--- src/rtl/irqu_pkg.sv ---
package irqu_pkg;
   localparam int DEF_NUM_SRC   = 12;
   localparam int DEF_ABRT_W    = 13;
   localparam int DEF_ADDR_W    = 6;
   localparam int DEF_DATA_W    = 32;
   localparam int DEF_A_RAW     = 0;
   localparam int DEF_A_MASKED  = 1;
   localparam int DEF_A_MASK    = 2;
   localparam int DEF_A_ABORT   = 3;
   localparam int DEF_A_CLR_ALL = 4;
   localparam int DEF_CLR_BASE  = 8;
   localparam int DEF_ABRT_SRC  = 6;
   localparam logic [DEF_ABRT_W-1:0] DEF_ABRT_VALID = 13'h1EBF;

   typedef enum logic [2:0] {
      SEL_NONE,
      SEL_RAW,
      SEL_MASKED,
      SEL_MASK,
      SEL_ABORT,
      SEL_CLR_ALL,
      SEL_CLR_ONE
   } rd_sel_e;
endpackage

--- src/rtl/irqu_decode.sv ---
module irqu_decode
   import irqu_pkg::*;
#(
   parameter int ADDR_W    = DEF_ADDR_W,
   parameter int NUM_SRC   = DEF_NUM_SRC,
   parameter int A_RAW     = DEF_A_RAW,
   parameter int A_MASKED  = DEF_A_MASKED,
   parameter int A_MASK    = DEF_A_MASK,
   parameter int A_ABORT   = DEF_A_ABORT,
   parameter int A_CLR_ALL = DEF_A_CLR_ALL,
   parameter int CLR_BASE  = DEF_CLR_BASE
) (
   input  logic               rd,
   input  logic               wr,
   input  logic [ADDR_W-1:0]  addr,
   output rd_sel_e            sel,
   output logic [NUM_SRC-1:0] clr_one,
   output logic               clr_all,
   output logic               mask_we
);
   logic [NUM_SRC-1:0] hit_one;

   for (genvar i = 0; i < NUM_SRC; i++) begin : g_clr_hit
      assign hit_one[i] = (addr == ADDR_W'(CLR_BASE + i));
   end

   assign clr_one = rd ? hit_one : '0;
   assign clr_all = rd && (addr == ADDR_W'(A_CLR_ALL));
   assign mask_we = wr && (addr == ADDR_W'(A_MASK));

   always_comb begin
      sel = SEL_NONE;
      if (rd) begin
         if (addr == ADDR_W'(A_RAW))          sel = SEL_RAW;
         else if (addr == ADDR_W'(A_MASKED))  sel = SEL_MASKED;
         else if (addr == ADDR_W'(A_MASK))    sel = SEL_MASK;
         else if (addr == ADDR_W'(A_ABORT))   sel = SEL_ABORT;
         else if (addr == ADDR_W'(A_CLR_ALL)) sel = SEL_CLR_ALL;
         else if (|hit_one)                   sel = SEL_CLR_ONE;
      end
   end
endmodule

--- src/rtl/irqu_src_bank.sv ---
module irqu_src_bank #(
   parameter int NUM_SRC = 12
) (
   input  logic               clk,
   input  logic               rst_n,
   input  logic [NUM_SRC-1:0] evt,
   input  logic [NUM_SRC-1:0] clr_one,
   input  logic               clr_all,
   output logic [NUM_SRC-1:0] raw
);
   for (genvar i = 0; i < NUM_SRC; i++) begin : g_src
      always_ff @(posedge clk or negedge rst_n) begin
         if (!rst_n)
            raw[i] <= 1'b0;
         else if (evt[i])
            raw[i] <= 1'b1;
         else if (clr_one[i] || clr_all)
            raw[i] <= 1'b0;
      end
   end
endmodule

--- src/rtl/irqu_abort_reg.sv ---
module irqu_abort_reg #(
   parameter int               ABRT_W = 13,
   parameter logic [ABRT_W-1:0] VALID = '1
) (
   input  logic              clk,
   input  logic              rst_n,
   input  logic [ABRT_W-1:0] set,
   input  logic              clr,
   output logic [ABRT_W-1:0] cause
);
   for (genvar j = 0; j < ABRT_W; j++) begin : g_bit
      if (VALID[j]) begin : g_live
         always_ff @(posedge clk or negedge rst_n) begin
            if (!rst_n)
               cause[j] <= 1'b0;
            else if (set[j])
               cause[j] <= 1'b1;
            else if (clr)
               cause[j] <= 1'b0;
         end
      end else begin : g_rsvd
         assign cause[j] = 1'b0;
      end
   end
endmodule

--- src/rtl/irqu_readback.sv ---
module irqu_readback
   import irqu_pkg::*;
#(
   parameter int NUM_SRC = 12,
   parameter int ABRT_W  = 13,
   parameter int DATA_W  = 32
) (
   input  logic               clk,
   input  logic               rst_n,
   input  rd_sel_e            sel,
   input  logic [NUM_SRC-1:0] raw,
   input  logic [NUM_SRC-1:0] mask,
   input  logic [ABRT_W-1:0]  abort_cause,
   input  logic [NUM_SRC-1:0] clr_one,
   output logic [DATA_W-1:0]  rdata
);
   logic [DATA_W-1:0] nxt;

   always_comb begin
      nxt = '0;
      unique case (sel)
         SEL_RAW:     nxt[NUM_SRC-1:0] = raw;
         SEL_MASKED:  nxt[NUM_SRC-1:0] = raw & mask;
         SEL_MASK:    nxt[NUM_SRC-1:0] = mask;
         SEL_ABORT:   nxt[ABRT_W-1:0]  = abort_cause;
         SEL_CLR_ALL: nxt[0]           = |raw;
         SEL_CLR_ONE: nxt[0]           = |(raw & clr_one);
         default:     nxt              = '0;
      endcase
   end

   always_ff @(posedge clk or negedge rst_n) begin
      if (!rst_n)
         rdata <= '0;
      else if (sel != SEL_NONE)
         rdata <= nxt;
   end
endmodule

--- src/rtl/i2c_irq_status_unit.sv ---
module i2c_irq_status_unit
   import irqu_pkg::*;
#(
   parameter int               NUM_SRC   = DEF_NUM_SRC,
   parameter int               ABRT_W    = DEF_ABRT_W,
   parameter int               ADDR_W    = DEF_ADDR_W,
   parameter int               DATA_W    = DEF_DATA_W,
   parameter int               A_RAW     = DEF_A_RAW,
   parameter int               A_MASKED  = DEF_A_MASKED,
   parameter int               A_MASK    = DEF_A_MASK,
   parameter int               A_ABORT   = DEF_A_ABORT,
   parameter int               A_CLR_ALL = DEF_A_CLR_ALL,
   parameter int               CLR_BASE  = DEF_CLR_BASE,
   parameter int               ABRT_SRC  = DEF_ABRT_SRC,
   parameter logic [ABRT_W-1:0] ABRT_VALID = DEF_ABRT_VALID
) (
   input  logic               clk,
   input  logic               rst_n,
   input  logic [NUM_SRC-1:0] evt_pulse,
   input  logic [ABRT_W-1:0]  abort_set,
   input  logic               reg_rd,
   input  logic               reg_wr,
   input  logic [ADDR_W-1:0]  reg_addr,
   input  logic [DATA_W-1:0]  reg_wdata,
   output logic [DATA_W-1:0]  reg_rdata,
   output logic               irq
);
   localparam int ADDR_SPAN = 1 << ADDR_W;
   localparam int CLR_TOP   = CLR_BASE + NUM_SRC;

   if (NUM_SRC > DATA_W) begin : g_chk_src_w
      $error("NUM_SRC exceeds DATA_W");
   end
   if (ABRT_W > DATA_W) begin : g_chk_abrt_w
      $error("ABRT_W exceeds DATA_W");
   end
   if (CLR_TOP > ADDR_SPAN) begin : g_chk_span
      $error("clear window exceeds address space");
   end
   if (ABRT_SRC >= NUM_SRC) begin : g_chk_abrt_src
      $error("ABRT_SRC out of range");
   end
   if (CLR_BASE <= A_CLR_ALL || CLR_BASE <= A_ABORT) begin : g_chk_overlap
      $error("clear window overlaps fixed registers");
   end

   rd_sel_e            sel;
   logic [NUM_SRC-1:0] clr_one;
   logic               clr_all;
   logic               mask_we;
   logic [NUM_SRC-1:0] raw_q;
   logic [NUM_SRC-1:0] mask_q;
   logic [ABRT_W-1:0]  abort_q;

   irqu_decode #(
      .ADDR_W(ADDR_W), .NUM_SRC(NUM_SRC), .A_RAW(A_RAW), .A_MASKED(A_MASKED),
      .A_MASK(A_MASK), .A_ABORT(A_ABORT), .A_CLR_ALL(A_CLR_ALL), .CLR_BASE(CLR_BASE)
   ) u_decode (
      .rd(reg_rd), .wr(reg_wr), .addr(reg_addr),
      .sel(sel), .clr_one(clr_one), .clr_all(clr_all), .mask_we(mask_we)
   );

   irqu_src_bank #(.NUM_SRC(NUM_SRC)) u_bank (
      .clk(clk), .rst_n(rst_n), .evt(evt_pulse),
      .clr_one(clr_one), .clr_all(clr_all), .raw(raw_q)
   );

   irqu_abort_reg #(.ABRT_W(ABRT_W), .VALID(ABRT_VALID)) u_abort (
      .clk(clk), .rst_n(rst_n), .set(abort_set),
      .clr(clr_one[ABRT_SRC]), .cause(abort_q)
   );

   irqu_readback #(.NUM_SRC(NUM_SRC), .ABRT_W(ABRT_W), .DATA_W(DATA_W)) u_rb (
      .clk(clk), .rst_n(rst_n), .sel(sel), .raw(raw_q), .mask(mask_q),
      .abort_cause(abort_q), .clr_one(clr_one), .rdata(reg_rdata)
   );

   always_ff @(posedge clk or negedge rst_n) begin
      if (!rst_n)
         mask_q <= '0;
      else if (mask_we)
         mask_q <= reg_wdata[NUM_SRC-1:0];
   end

   always_ff @(posedge clk or negedge rst_n) begin
      if (!rst_n)
         irq <= 1'b0;
      else
         irq <= |(raw_q & mask_q);
   end
endmodule

--- config.mk ---
export PLATFORM = sky130hd
export DESIGN_NAME = i2c_irq_status_unit
export DESIGN_NICKNAME = d
export VERILOG_FILES = /design/src/rtl/irqu_pkg.sv /design/src/rtl/irqu_decode.sv /design/src/rtl/irqu_src_bank.sv /design/src/rtl/irqu_abort_reg.sv /design/src/rtl/irqu_readback.sv /design/src/rtl/i2c_irq_status_unit.sv
export SDC_FILE = /design/constraint.sdc
export NUM_CORES = 1
export LEC_CHECK = 0
export BUFFER_PORTS_ARGS = -buffer_cell sky130_fd_sc_hd__buf_4
export CAP_MARGIN = 30
export CELL_PAD_IN_SITES_DETAIL_PLACEMENT = 1
export CELL_PAD_IN_SITES_GLOBAL_PLACEMENT = 1
export CORE_ASPECT_RATIO = 2
export CORE_MARGIN = 3
export CORE_UTILIZATION = 33
export CTS_CLUSTER_SIZE = 30
export DETAILED_ROUTE_END_ITERATION = 10
export GPL_TIMING_DRIVEN = 0
export PLACE_DENSITY = 0.77
export SYNTH_ARGS = -nofsm -noshare
export SYNTH_HDL_FRONTEND = slang
export SYNTH_SLANG_ARGS = --single-unit
export TNS_END_PERCENT = 100
--- constraint.sdc ---
create_clock -name clk -period 1.5 [get_ports clk]
set_input_delay 0.225 -clock clk [delete_from_list [all_inputs] [get_ports clk]]
set_output_delay 0.225 -clock clk [all_outputs]
set_load 0.03 [all_outputs]
==> run metrics <==
outcome=complete, but fails checks; violated checks=setup timing; worst rel slew slack=0.578; total vias in the final route=~2,300; setup repair after global routing missed its margin=true; maximum fanout count along the critical path=4; sw frac=0.302; antenna violations before repair=0; vias in the first global route=2,548; router iterations before antenna repair=4; total of flip-flops plus latches after synthesis=49; utilization after layout=0.475; netlist area before placement=2620 um^2; number of routed nets with antenna violations=0; drt initial violations=177; Crit path arrival time=1.72 ns; leading cell type in the layout, fill and taps excluded=buf_4; Avg Cell Area, Syn=11.2 um^2; most frequent cells in the layout=buf_4 (96), dfrtp_1 (38), a21o_1 (22); overall overflow remaining after global route=0; final estimated routing congestion in global placement=0.824; clock latency of the later-clocked register in the worst-skew pair=0.29 ns; Die W=68.9 um; endpoints failing setup=1; clock tree from TritonCTS=yes; count of clock tree sinks=49; number of hold violations in the final report=0; Detail Placement HPWL=6.06 mm; slew of the pin with the lowest slew margin=0.633 ns; pins over their slew limit=0; Net Sw Power=0.00108 W; area delta synth->final=39.2%; Period minus WS final=1.54 ns; number of clock buffers inserted by TritonCTS=5; Core Region=7660 um^2; Worst Skew=0.00696 ns; synth warn=0; number of cells on the worst hold path=2; worst hold-check path type=input pin to flip-flop; wire length of the first global-routing pass=12.9 mm; fraction of power consumed by sequential logic=0.435; Post-synth EDFFs=0; power density over the cells=980 nW/um^2; proportion of power drawn by combinational gates=0.252; initial core utilization=0.342; Diodes inserted=0; Final period util=1.03; most used flip-flop cell after synthesis=dfrtp_1; H-tree levels=2; CP required=around 1.7 ns; distinct cell type count after synthesis=49; fraction of final layout cells with drive strength greater than 1=0.437; Static Leakage=~1.7 nW; standard-cell row count=45; port bufs=57; CTS root buf=clkbuf_16; total of max-cap violations=0; Clk pwr share=0.313; number of buffers between clock root and the deepest sink=2; die height=132 um; ratio of routed vias to standard cells=around 5.4; Critical Path End Type=flip-flop; drt drc=0; worst reg-to-reg path cell count=4; gr usage total=0.192; worst slack at placement=-0.455 ns; Critical Setup Path Class=flip-flop to flip-flop; Worst Setup Start Kind=flip-flop; area share of the largest cell type after synthesis=0.469; cell internal power dissipation=between 0.002 and 0.0025 W; total wire length=8.18 mm; Clock Pin Slew Worst Setup and Hold Paths=0.07 ns; smallest setup slack after layout=-0.0410 ns; Die Area=9090 um^2; top achievable clock speed=649 MHz; share of synthesized area occupied by flip-flops and latches=0.469; maximum number of pins on one net before global-route repair=50; gate count after technology mapping=between 200 and 250; share of synthesized flip-flops with an asynchronous set or reset=1.00; post-synth top area cell=dfrtp_1; Boundary Pins=100; VDD IR-drop max=a little under 0.5 mV; Wirelength per Cell=18.9 um; final net count=405; main area contributors after synthesis=dfrtp_1 (47%), a21o_1 (6.3%), buf_4 (5.7%), a22o_1 (4.4%), mux2_1 (4.3%)
-- power by group through the flow --
stage | sequential (W) | combinational [W] | clock, W
5_1_grt | 0.00157 | 0.000967 | 0.00122
2_1_floorplan | 0.00171 | 0.000380 | 0
3_3_place_gp | 0.00158 | 0.000844 | 0
6_report | 0.00155 | 0.000899 | 0.00112
3_5_place_dp | 0.00158 | 0.000862 | 0
4_1_cts | 0.00156 | 0.000889 | 0.00114
-- logic make-up (layout without fill, tap and decap cells) --
kind of cell	count (synthesis)	count (layout)	synth area share
other	1	19	0.00143
buffers and inverters	35	122	0.0880
and+or+nand+nor	54	54	0.128
AOI/OAI and AO/OA	79	79	0.242
DFF	49	49	0.469
muxes	16	16	0.0718
-- critical path, stage by stage, from the launching register on --
cell	delay, ns
dfrtp_2	0.45
mux4_2	0.48
nand2_2	0.07
nand4_1	0.11
o32a_1	0.30
-- through the flow --
step	instance area (um^2)	cells	TNS, ns	hold slack, ns	total power, W
after CTS	3580	430	0	0.102	0.00358
after detailed placement	3230	403	-13.25	0.285	0.00244
after global routing	3640	433	-0.0966	0.0984	0.00375
after global placement	3230	403	-10.96	0.280	0.00242
after floorplan	2680	252	0	-0.0706	0.00209
final	3640	433	-0.0410	0.106	0.00357
-- timing repair --
action	4_1_cts	5_1_grt
setup buffers	18	3
setup endpoints to repair	24	31
resized for setup	21	9
hold buffers	1	0
endpoints found under the hold margin	49	0
pin swaps	6	4
-- final cells by class --
cell class              instances  area (um^2)
repair buffers                 79          612
plain buffers                  31          229
well taps                      94          118
flip-flops and latches         49         1240
clock buffers                   6          129
inverters                       4         15.0
clock inverters                 2         15.0
fillers                       901         4020
multi-input cells             168         1280
-- layer usage --
layer | GRT usage | vias up | part of all wire
met2 | 0.355 | 83 | 0.59
met4 | 0.103 | 0 | 0.043
met3 | 0.0341 | 21 | 0.042
met1 | 0.189 | 1173 | 0.32
li1 | - | 1049 | -
met5 | 0 | - | 0
-- final timing paths --
| kind | start | to | slack, ns |
|---|---|---|---|
| worst max-delay path | u_bank.raw[8] | u_rb.rdata[0] | -0.04 |
| worst min-delay path | abort_set[2] | u_abort.cause[2] | 0.11 |
| worst max register to register | u_bank.raw[8] | u_rb.rdata[0] | -0.04 |
| worst min register to register | u_abort.cause[12] | u_abort.cause[12] | 0.48 |
| max in group asynchronous | rst_n | u_bank.raw[10] | 0.54 |
| min in group asynchronous | rst_n | u_abort.cause[5] | 0.48 |
-- cells in the mapped netlist, drive strengths merged (2+ instances only) --
library cell / count
dfrtp: 49
buf: 29
a21o: 22
nand2: 14
a22o: 13
mux2: 12
a31o: 11
a221o: 10
nand3: 9
nor2: 9
a21oi: 7
inv: 4
nor2b: 4
nor4: 4
o21ai: 4
a221oi: 3
and3: 3
mux2i: 3
clkbuf: 2
nand3b: 2
nor3b: 2
nor4b: 2
o21bai: 2
-- sequential cells by signal, indices dropped and copies added (netlist names) --
name and count:
u_rb.rdata 13, u_bank.raw 12, mask_q 12, irq 1
u_abort.cause 11
No activity file was read; power rests on OpenSTA's default activity.
